[src/rtl/tbl_dma_pkg.sv]
package tbl_dma_pkg;
    localparam int ADDR_W = 16;
    localparam int BANK_W = 8;
    localparam int DATA_W = 8;
    localparam int MODE_W = 3;

    typedef enum logic [2:0] {
        S_IDLE, S_OVH, S_FCNT, S_FPLO, S_FPHI, S_XFER, S_SKIP
    } st_t;

    typedef enum logic [1:0] {PH_INIT, PH_P1, PH_P2} ph_t;

    typedef struct packed {
        logic [ADDR_W-1:0] ptr;
        logic [ADDR_W-1:0] ind;
        logic [DATA_W-1:0] cnt;
        logic              done;
        logic              pend;
    } chan_t;

    // last byte index of a unit for a mode
    function automatic logic [1:0] unit_last(input logic [MODE_W-1:0] m);
        case (m)
            3'd0:                  return 2'd0;
            3'd1, 3'd2, 3'd6:      return 2'd1;
            default:               return 2'd3;
        endcase
    endfunction

    // B address offset of byte k within a unit
    function automatic logic [1:0] b_offset(input logic [MODE_W-1:0] m, input logic [1:0] k);
        case (m)
            3'd1, 3'd5: return {1'b0, k[0]};
            3'd3, 3'd7: return {1'b0, k[1]};
            3'd4:       return k;
            default:    return 2'd0;
        endcase
    endfunction
endpackage

[src/rtl/tbl_pick.sv]
module tbl_pick #(
    parameter int NCH = 8,
    localparam int CHW = $clog2(NCH)
) (
    input  logic [NCH-1:0] mask,
    input  logic [CHW:0]   start,
    output logic           hit,
    output logic [CHW-1:0] idx
);
    // lowest set bit of mask at or above start
    always_comb begin
        hit = 1'b0;
        idx = '0;
        for (int i = NCH - 1; i >= 0; i--) begin
            if (mask[i] && ((CHW+1)'(i) >= start)) begin
                hit = 1'b1;
                idx = i[CHW-1:0];
            end
        end
    end
endmodule

[src/rtl/tbl_timer.sv]
module tbl_timer #(
    parameter int SLOT_CLKS = 8,
    parameter int LOCK_CLKS = 2,
    localparam int SCW = $clog2(SLOT_CLKS),
    localparam int LKW = $clog2(LOCK_CLKS + 1)
) (
    input  logic clk,
    input  logic rst,
    input  logic run,
    input  logic lock_go,
    output logic act,
    output logic lock
);
    logic [SCW-1:0] scnt;
    logic [LKW-1:0] lcnt;

    assign act  = run && (scnt == SCW'(SLOT_CLKS - 1));
    assign lock = (lcnt != '0);

    always_ff @(posedge clk) begin
        if (rst) begin
            scnt <= '0;
            lcnt <= '0;
        end else begin
            if (!run || act) scnt <= '0;
            else             scnt <= scnt + 1'b1;
            if (lock_go)     lcnt <= LKW'(LOCK_CLKS);
            else if (lock)   lcnt <= lcnt - 1'b1;
        end
    end
endmodule

[src/rtl/tbl_line_dma.sv]
module tbl_line_dma
    import tbl_dma_pkg::*;
#(
    parameter int NCH       = 8,
    parameter int SLOT_CLKS = 8,
    parameter int LOCK_CLKS = 2,
    localparam int CHW = $clog2(NCH)
) (
    input  logic                     clk,
    input  logic                     rst,
    input  logic                     frame_rst,
    input  logic                     init_cmd,
    input  logic                     run_cmd,
    input  logic [NCH-1:0]           ch_en,
    input  logic [NCH-1:0]           ch_indirect,
    input  logic [NCH*MODE_W-1:0]    ch_mode,
    input  logic [NCH*ADDR_W-1:0]    ch_src_addr,
    input  logic [NCH*BANK_W-1:0]    ch_src_bank,
    input  logic [NCH*BANK_W-1:0]    ch_ind_bank,
    input  logic [NCH*DATA_W-1:0]    ch_b_base,
    output logic                     mem_rd,
    output logic [BANK_W+ADDR_W-1:0] mem_addr,
    input  logic [DATA_W-1:0]        mem_rdata,
    output logic                     b_wr,
    output logic [DATA_W-1:0]        b_addr,
    output logic [DATA_W-1:0]        b_data,
    output logic [NCH-1:0]           burst_cancel,
    output logic                     busy,
    output logic                     irq_lock,
    output logic [NCH-1:0]           chan_active
);
    logic [MODE_W-1:0] mode_a  [NCH];
    logic [ADDR_W-1:0] base_a  [NCH];
    logic [BANK_W-1:0] bank_a  [NCH];
    logic [BANK_W-1:0] ibank_a [NCH];
    logic [DATA_W-1:0] boff_a  [NCH];

    for (genvar g = 0; g < NCH; g++) begin : g_unpack
        assign mode_a[g]  = ch_mode[g*MODE_W +: MODE_W];
        assign base_a[g]  = ch_src_addr[g*ADDR_W +: ADDR_W];
        assign bank_a[g]  = ch_src_bank[g*BANK_W +: BANK_W];
        assign ibank_a[g] = ch_ind_bank[g*BANK_W +: BANK_W];
        assign boff_a[g]  = ch_b_base[g*DATA_W +: DATA_W];
    end

    chan_t          cs [NCH];
    st_t            st;
    ph_t            ph;
    logic [CHW-1:0] ch;
    logic [1:0]     bidx;
    logic [NCH-1:0] cancel_q;
    logic           act;
    logic           lock_go;

    // channel masks
    logic [NCH-1:0] act_m, p1_m;
    always_comb begin
        for (int i = 0; i < NCH; i++) begin
            act_m[i] = ch_en[i] && !cs[i].done;
            p1_m[i]  = act_m[i] && cs[i].pend;
        end
    end

    logic [CHW:0]   ch_nx;
    logic [NCH-1:0] pa_mask;
    logic [CHW:0]   pa_start;
    logic           pa_hit, pb_hit;
    logic [CHW-1:0] pa_idx, pb_idx;

    assign ch_nx    = {1'b0, ch} + 1'b1;
    assign pa_start = (st == S_OVH) ? '0 : ch_nx;
    assign pa_mask  = (ph == PH_INIT) ? ch_en : (ph == PH_P1) ? p1_m : act_m;

    tbl_pick #(.NCH(NCH)) u_pick_a (.mask(pa_mask), .start(pa_start), .hit(pa_hit), .idx(pa_idx));
    tbl_pick #(.NCH(NCH)) u_pick_b (.mask(act_m), .start('0), .hit(pb_hit), .idx(pb_idx));

    // where to go once the current channel (or the overhead slot) is finished
    st_t            r_st;
    ph_t            r_ph;
    logic [CHW-1:0] r_ch;
    logic           r_dec, r_lock;
    logic [DATA_W-1:0] dec_val;

    always_comb begin
        r_st   = S_IDLE;
        r_ph   = ph;
        r_ch   = ch;
        r_dec  = 1'b0;
        r_lock = 1'b0;
        if (pa_hit) begin
            r_ch = pa_idx;
            case (ph)
                PH_INIT: r_st  = S_FCNT;
                PH_P1:   r_st  = S_XFER;
                default: r_dec = 1'b1;
            endcase
        end else if (ph == PH_P1 && pb_hit) begin
            r_ph  = PH_P2;
            r_ch  = pb_idx;
            r_dec = 1'b1;
        end else begin
            r_lock = 1'b1;
        end
        dec_val = cs[r_ch].cnt - 1'b1;
        if (r_dec) r_st = (dec_val[6:0] == '0) ? S_FCNT : S_SKIP;
    end

    // current channel datapath
    chan_t cur;
    logic  last_byte, above_active, second_ptr, route_now;

    assign cur          = cs[ch];
    assign last_byte    = (bidx == unit_last(mode_a[ch]));
    assign above_active = |(act_m >> ch_nx);
    assign second_ptr   = !cur.done || above_active;

    always_comb begin
        mem_rd   = 1'b0;
        mem_addr = {bank_a[ch], cur.ptr};
        case (st)
            S_FCNT, S_FPLO, S_FPHI: mem_rd = act;
            S_XFER: begin
                mem_rd = act;
                if (ch_indirect[ch]) mem_addr = {ibank_a[ch], cur.ind};
            end
            default: ;
        endcase
    end

    assign b_wr   = act && (st == S_XFER);
    assign b_addr = boff_a[ch] + DATA_W'(b_offset(mode_a[ch], bidx));
    assign b_data = mem_rdata;

    always_comb begin
        route_now = 1'b0;
        if (act) begin
            case (st)
                S_OVH, S_SKIP, S_FPHI: route_now = 1'b1;
                S_FCNT:                route_now = !ch_indirect[ch];
                S_FPLO:                route_now = !second_ptr;
                S_XFER:                route_now = last_byte;
                default:               route_now = 1'b0;
            endcase
        end
    end

    assign lock_go = route_now && r_lock;

    always_ff @(posedge clk) begin
        if (rst) begin
            st       <= S_IDLE;
            ph       <= PH_INIT;
            ch       <= '0;
            bidx     <= '0;
            cancel_q <= '0;
            for (int i = 0; i < NCH; i++) cs[i] <= '0;
        end else begin
            cancel_q <= '0;
            if (st == S_IDLE) begin
                if (frame_rst) begin
                    for (int i = 0; i < NCH; i++) begin
                        cs[i].done <= 1'b0;
                        cs[i].pend <= 1'b0;
                    end
                end
                if (init_cmd) begin
                    st       <= S_OVH;
                    ph       <= PH_INIT;
                    cancel_q <= ch_en;
                    for (int i = 0; i < NCH; i++)
                        if (ch_en[i]) cs[i].ptr <= base_a[i];
                end else if (run_cmd) begin
                    st       <= S_OVH;
                    ph       <= PH_P1;
                    cancel_q <= frame_rst ? ch_en : act_m;
                end
            end else if (act) begin
                case (st)
                    S_FCNT: begin
                        cs[ch].cnt  <= mem_rdata;
                        cs[ch].ptr  <= cur.ptr + 1'b1;
                        cs[ch].done <= (mem_rdata == '0);
                        cs[ch].pend <= (mem_rdata != '0);
                        if (ch_indirect[ch]) st <= S_FPLO;
                    end
                    S_FPLO: begin
                        cs[ch].ind <= {mem_rdata, 8'h00};
                        cs[ch].ptr <= cur.ptr + 1'b1;
                        if (second_ptr) st <= S_FPHI;
                    end
                    S_FPHI: begin
                        cs[ch].ind <= {mem_rdata, cur.ind[ADDR_W-1:8]};
                        cs[ch].ptr <= cur.ptr + 1'b1;
                    end
                    S_XFER: begin
                        if (ch_indirect[ch]) cs[ch].ind <= cur.ind + 1'b1;
                        else                 cs[ch].ptr <= cur.ptr + 1'b1;
                        bidx <= bidx + 1'b1;
                    end
                    default: ;
                endcase
                if (route_now) begin
                    st   <= r_st;
                    ph   <= r_ph;
                    ch   <= r_ch;
                    bidx <= '0;
                    if (r_dec) begin
                        cs[r_ch].cnt  <= dec_val;
                        cs[r_ch].pend <= dec_val[7];
                    end
                end
            end
        end
    end

    tbl_timer #(.SLOT_CLKS(SLOT_CLKS), .LOCK_CLKS(LOCK_CLKS)) u_timer (
        .clk(clk), .rst(rst), .run(st != S_IDLE), .lock_go(lock_go),
        .act(act), .lock(irq_lock)
    );

    assign busy         = (st != S_IDLE);
    assign burst_cancel = cancel_q;
    assign chan_active  = act_m;
endmodule

[config.mk]
export PLATFORM = sky130hd
export DESIGN_NAME = tbl_line_dma
export DESIGN_NICKNAME = d
export VERILOG_FILES = /design/src/rtl/tbl_dma_pkg.sv /design/src/rtl/tbl_pick.sv /design/src/rtl/tbl_timer.sv /design/src/rtl/tbl_line_dma.sv
export SDC_FILE = /design/constraint.sdc
export NUM_CORES = 1
export LEC_CHECK = 0
export ABC_AREA = 1
export BUFFER_PORTS_ARGS = -buffer_cell sky130_fd_sc_hd__buf_2
export CAP_MARGIN = 30
export CORE_MARGIN = 5
export CORE_UTILIZATION = 31
export CTS_CLUSTER_DIAMETER = 60
export DETAILED_ROUTE_END_ITERATION = 7
export HOLD_SLACK_MARGIN = 0.06
export PLACE_DENSITY = 0.53
export SKIP_CTS_REPAIR_TIMING = 1
export SYNTH_ARGS = -nofsm -noshare
export SYNTH_HDL_FRONTEND = slang
export SYNTH_SLANG_ARGS = --single-unit
[constraint.sdc]
create_clock -name clk -period 9.35 [get_ports clk]
set_input_delay 0.935 -clock clk [delete_from_list [all_inputs] [get_ports clk]]
set_output_delay 0.935 -clock clk [all_outputs]
set_load 0.05 [all_outputs]
* Word-level counts from Yosys, hierarchy flattened *
Memories as Yosys holds them, arrays and structs flattened. A register that Yosys moved wholly into a read port is not among the register bits.
Cells that the tools add are included.

operators by class
  mux-type cells = 205
  shift-type cells = 1
  magnitude comparators = 10
  reductions and logical operators = 72
  add/sub/neg operators = 8
  bitwise gates (word level) = 31
  equal/unequal tests = 20

operators by type and width
  kind                     number
  $mux W16                 13
  $mux W1                  119
  $mux W3                  34
  $mux W8                  11
  $mux W42                 2
  $reduce_or A42 Y1        2
  $bmux W8 S3              3
  $mux W24                 2
  $add A16 B1 Y16 const B  2
  $or A1 B1 Y1             29
  $logic_and A1 B1 Y1      28
  $eq A3 B3 Y1 const B     8
  $mux W2                  11
  $ge A3 B4 Y1 const A     4
  $eq A3 B2 Y1 const B     4
  $logic_not A1 Y1         12
  $pmux W3 S2              2
  $reduce_bool A2 Y1       6
  $reduce_or A2 Y1         6
  $mux W5                  2
  $reduce_and A5 Y1        2
  $bmux W3 S3              1
  $add A8 B2 Y8            1
  $ge A1 B4 Y1 const A     2
  34 further kinds         41

word-level totals
  input port bits = 373
  output and inout port bits = 60
  memories = 1
  memory bits (writable) = 336
  word-level logic and storage cells = 356
  register bits = 23

memory list
  memory  words  width  rd ports  clocked after Yosys merged registers in  wr ports  RTL line            RTL
  cs      8      42     10        1                                        8         tbl_line_dma.sv:46  chan_t cs [NCH];

* Logic depth before layout (Yosys ltp) *
An unclocked memory read counts as a cell.

  depth in word-level cells = 24
  mapped depth = 33
  depth with buffers taken out = 32

* Modules after synthesis *
Synthesis repeated with hierarchy kept, for this count alone.

second synthesis, totals
  cells, all modules = 2,606
  area total of the unflattened synthesis = 21,439.3 um^2

modules (own cells, without submodules)
  module                area each (um^2)  instances  cells each
  tbl_line_dma          20,865.0          1          2,501
  tbl_pick at u_pick_a  203.9             1          42
  tbl_timer             196.4             1          24
  tbl_pick at u_pick_b  173.9             1          39

* Least setup slack after synthesis *
OpenSTA, ideal clock, no wires.

  path kind = input-to-output
  start = in ch_mode[22]
  end = out b_addr[7]
  slack = 4.983 ns
  stages = 14
  arrival time = 3.432 ns
  required time = 8.415 ns
  path through = o21ai_0 -> o21ai_0 -> a21oi_1 -> o2111ai_1 -> or2_1 -> nor3_1 -> ha_1 -> nand2_1 -> inv_1 -> o21ai_0 -> nor2_1 -> nand2_1 -> nor3_1 -> xor2_1

on the way
  cells in the longest elaborated chain, start to end = 7
  elaborated cells on any way between the ends = 12
  classes of those cells = 1 x add/sub; 5 x eq/ne; 4 x mux; 2 x reduce/logical

ends and longest elaborated chain
  element                                         RTL line             RTL
  from (decl)                                     tbl_line_dma.sv:16   input logic [NCH*MODE_W-1:0] ch_mode,
  $bmux W3 S3 (*)                                 tbl_line_dma.sv:131  assign b_addr = boff_a[ch] + DATA_W'(b_offset(mode_a[ch], bidx));
  $mux W3 (implied by the code) (*) (2 in a row)  tbl_line_dma.sv:131
  $eq A3 B2 Y1 (tied with other cells)            tbl_dma_pkg.sv:32    case (m)
  $reduce_or A2 Y1                                tbl_dma_pkg.sv:32
  $pmux W2 S3 (*)                                 tbl_dma_pkg.sv:32
  $add A8 B2 Y8 (*)                               tbl_line_dma.sv:131
  to (decl)                                       tbl_line_dma.sv:25   output logic [DATA_W-1:0] b_addr,

Mark *: on every way between the ends. The rest lies on a longest branch, timed or not. The select of a mux whose other input is x is not followed.

* Final worst setup path *
  start = reg ch[0]
  end = out b_addr[6]

on the way
  cells in the longest elaborated chain, start to end = 8
  elaborated cells on any way between the ends = 16
  classes of those cells = 1 x add/sub; 5 x eq/ne; 7 x mux; 1 x bitwise; 2 x reduce/logical

ends and longest elaborated chain
  element                                     RTL line             RTL
  from (decl)                                 tbl_line_dma.sv:49   logic [CHW-1:0] ch;
  from (signal assigned)                      tbl_line_dma.sv:205  ch <= r_ch;
  $not A3 Y4 (implied by the code) (*)        tbl_line_dma.sv:131
  $bmux W3 S3                                 tbl_line_dma.sv:131
  $mux W3 (implied by the code) (2 in a row)  tbl_line_dma.sv:131
  $eq A3 B2 Y1 (tied with other cells)        tbl_dma_pkg.sv:32
  $reduce_or A2 Y1                            tbl_dma_pkg.sv:32
  $pmux W2 S3                                 tbl_dma_pkg.sv:32
  $add A8 B2 Y8 (*)                           tbl_line_dma.sv:131

Marks and branches as above.

==> reports/qor.txt <==
met1 Use GR - 0.330
largest net degree at the start of global routing - 93
Iteration-0 DRC Markers - 2682
clk slew on worst S/H paths - 0.06 ns
Finished Layout Cells - 3757
outcome - finished, final reports clean
vias in the first global route - 20.5k
Syn Inst Count - 2493
All-Layer GR Usage - 0.248
Peak VDD IR - 0.107 mV
Yosys cell types - 65
worst path required time - 8.42 ns
EDFF count, synth - 336
Routed WL - 95900 um
Crit Path Category - reg2out
max-cap viol count - 0
GRT met2 Usage - 0.411
GR Overflow Total - 0
CP Max Fanout - 16
clk root buf - clkbuf_16
synth warn - 0
vias per std cell - 5.61
Final TNS setup - 0 ns
RSZ-0062 raised after global routing - no
Slew @ Worst Pin - 1.07 ns
CTS max path bufs - 3
adder-cell share of the synthesized area - 0.00627
ys flop type - edfxtp_1
initial antenna violation count - 3
post-DR wirelength/cell - 25.5 um
synthesis-to-finish area growth - 20.0%
CP Capture Type - primary output
Placement Rows - 95
met3 usage - 0.0456
syn nets - 2876
CTS tree - yes
area of the die - 0.0736 mm2
Worst Path Arrival - 4.85 ns
post-synthesis simple-gate area fraction - 0.226
Pins Over Slew Limit - 0
Netlist Area Pre-Place - 0.0212 mm2
Final #Nets - 3231
multiplexer share of the synthesized area - 0.00266
Syn Area/Cell - 8.49 um2
Die H - 271 um
ys async rst share - 0
Initial Util - 0.314
gr busiest metal - met2
Hold Crit Class - reg2reg
final setup violation count - 0
Achievable Freq - 0.173 GHz
IO Count - 433
CTS H-tree lvls - 2
GPL Wtd Cong - 0.946
pwr dens - 185 mW/mm2
Min Clock Period, post-route - 5.78 ns
Detail Route Antenna Nets - 0
DP HPWL - 71000 um
Slew HR - 0.267
Skew-Pair Late Insertion Delay - 0.59 ns
CTS buffer count - 43
placed cells - 3675
XOR/XNOR Fraction of Synth Area - 0.0121
Compound-Gate Fraction of Synth Area - 0.174
via count - 21.1k
die width - 271 um
sequential-to-total area share from yosys stat - 0.502
final hold vios - 0
clk sinks - 362
layout cells sized above 1 - 0.212
Period Utilization, post-route - 0.618
main combinational cell family by area after synthesis - simple AND/OR/NAND/NOR gates
number of iterations in the first detailed-routing pass - 5
residual DRC count - 0
first-pass GRT wire length - 138000 um
Worst Skew - 0.0277 ns
startpoint class of the critical path - flop
static leakage - 10.4 nW
Yosys reg bits - 362
Port Buffer Count - 432
core area - 0.0674 mm2
cells by family (layout without fill, tap and decap cells):
group                    count (synthesis)  in the layout
adder cells (fa/ha/maj)                 10             10
flip-flops                             362            362
AO/OA/AOI/OAI                          634            634
XOR/XNOR                                27             27
multiplexers                             4              4
buffers and inverters                  397            785
AND/OR/NAND/NOR                       1059           1059
other                                    0              3
critical path, cell delays in order (launching register included):
cell and delay, ns:
dfxtp_1 0.71, inv_2 0.31, nor2_2 0.56, buf_4 0.37, nand2_1 0.08, o21ai_0 0.08, a21oi_1 0.06, o2111ai_1 0.16
nand2_1 0.16, a21oi_1 0.28, ha_1 0.22, inv_1 0.06, fa_1 0.36, inv_1 0.10, nand3b_1 0.12, nor3_1 0.20
xnor2_1 0.14, buf_2 0.29
final timing paths:
kind,cells after the start,slack (ns),from,endpoint
worst max-delay path,17,3.57,ch[0],b_addr[6]
worst min-delay path,1,0.43,u_timer.scnt[0],u_timer.scnt[0]
worst max register to register,12,3.77,ch[0],cs[5][20]
worst min register to register,1,0.43,u_timer.scnt[0],u_timer.scnt[0]
stage by stage:
step	power [mW]	util	area [um2]	hold WS [ns]	setup slack [ns]
after floorplan	2.64	-	21200	0.399	4.98
after global placement	3.04	0.356	24000	0.406	3.92
after detailed placement	3.05	0.356	24000	0.427	3.75
after CTS	4.69	0.376	25400	0.435	3.55
after global routing	4.86	0.377	25400	0.440	3.22
final	4.68	0.377	25400	0.434	3.57
area by class of cell:
cell class,instances,area [um2]
Inverter,234,880
Antenna cell,3,7.51
Sequential cell,362,10600
Clock inverter,28,260
Tap cell,873,1090
Multi-Input combinational cell,1734,8930
Clock buffer,50,1100
Timing Repair Buffer,473,2490
Fill cell,6903,42000
layout by cell type, fill, tap and decap left out, types with 5 or more instances in the layout:
master	netlist	final
nand3_1	254	254
a22o_1	22	22
buf_4	15	38
nor2_2	11	13
nor3_1	14	14
a31oi_1	15	15
nand4_1	28	28
nand2_1	324	324
nand3b_1	20	20
nor2_1	362	358
o21ai_0	359	359
o22ai_1	89	89
ha_1	9	9
o211ai_1	15	15
clkbuf_1	99	7
nand3_4	6	6
clkinv_1	1	12
edfxtp_1	336	336
a21oi_1	41	41
a22oi_1	20	20
inv_2	14	15
o21ai_1	20	20
nand4_2	5	5
dfxtp_1	26	24
nand2_2	10	10
clkinv_2	0	6
a221oi_1	22	22
clkbuf_16	0	43
inv_1	219	217
xor2_1	24	24
buf_2	31	432
nor2_4	3	5
power by group:
part           internal [mW]  total [mW]  switching [mW]
Combinational          0.265        1.07           0.810
Sequential              1.92        1.96          0.0467
Clock                  0.937        1.64           0.708
per-layer routing:
metal	wire length, um	vias up	share of wire
li1	-	9502	-
met1	39300	10300	0.41
met2	45200	1081	0.47
met3	8290	185	0.086
met4	3160	0	0.033
met5	0	-	0
state kept, by name, summed over array words and instances (netlist names), named ones only:
| register | flops |
|---|---|
| bidx | 2 |
| burst_cancel | 8 |
| ch | 3 |
| cs | 336 |
| ph | 2 |
| st | 3 |
| u_timer.lcnt | 2 |
| u_timer.scnt | 3 |
synth_stat cells, types with 4 or more instances:
cell type,instances,area [um2]
edfxtp_1,336,10100
buf_4,15,113
nor2_2,11,68.8
o211ai_1,15,113
nand2_4,4,45.0
a22o_1,22,193
nor2_1,362,1360
a221oi_1,22,193
nand4_2,5,62.6
a22oi_1,20,150
inv_1,219,822
nand3_1,254,1270
clkbuf_1,99,372
nand3b_1,20,150
a21oi_1,41,205
a2111oi_0,4,35.0
o22ai_1,89,557
a31oi_1,15,93.8
inv_2,14,52.6
nand2_2,10,62.6
dfxtp_1,26,521
buf_6,7,78.8
a32o_1,4,40.0
ha_1,9,113
nor4_1,4,25.0
nand4_1,28,175
nor3_1,14,70.1
o21ai_1,20,100
xor2_1,24,210
buf_2,31,155
nand2_1,324,1220
o21ai_0,359,1800
nand3_4,6,105
buf_1,11,41.3
(Power assumes the default switching activity.)
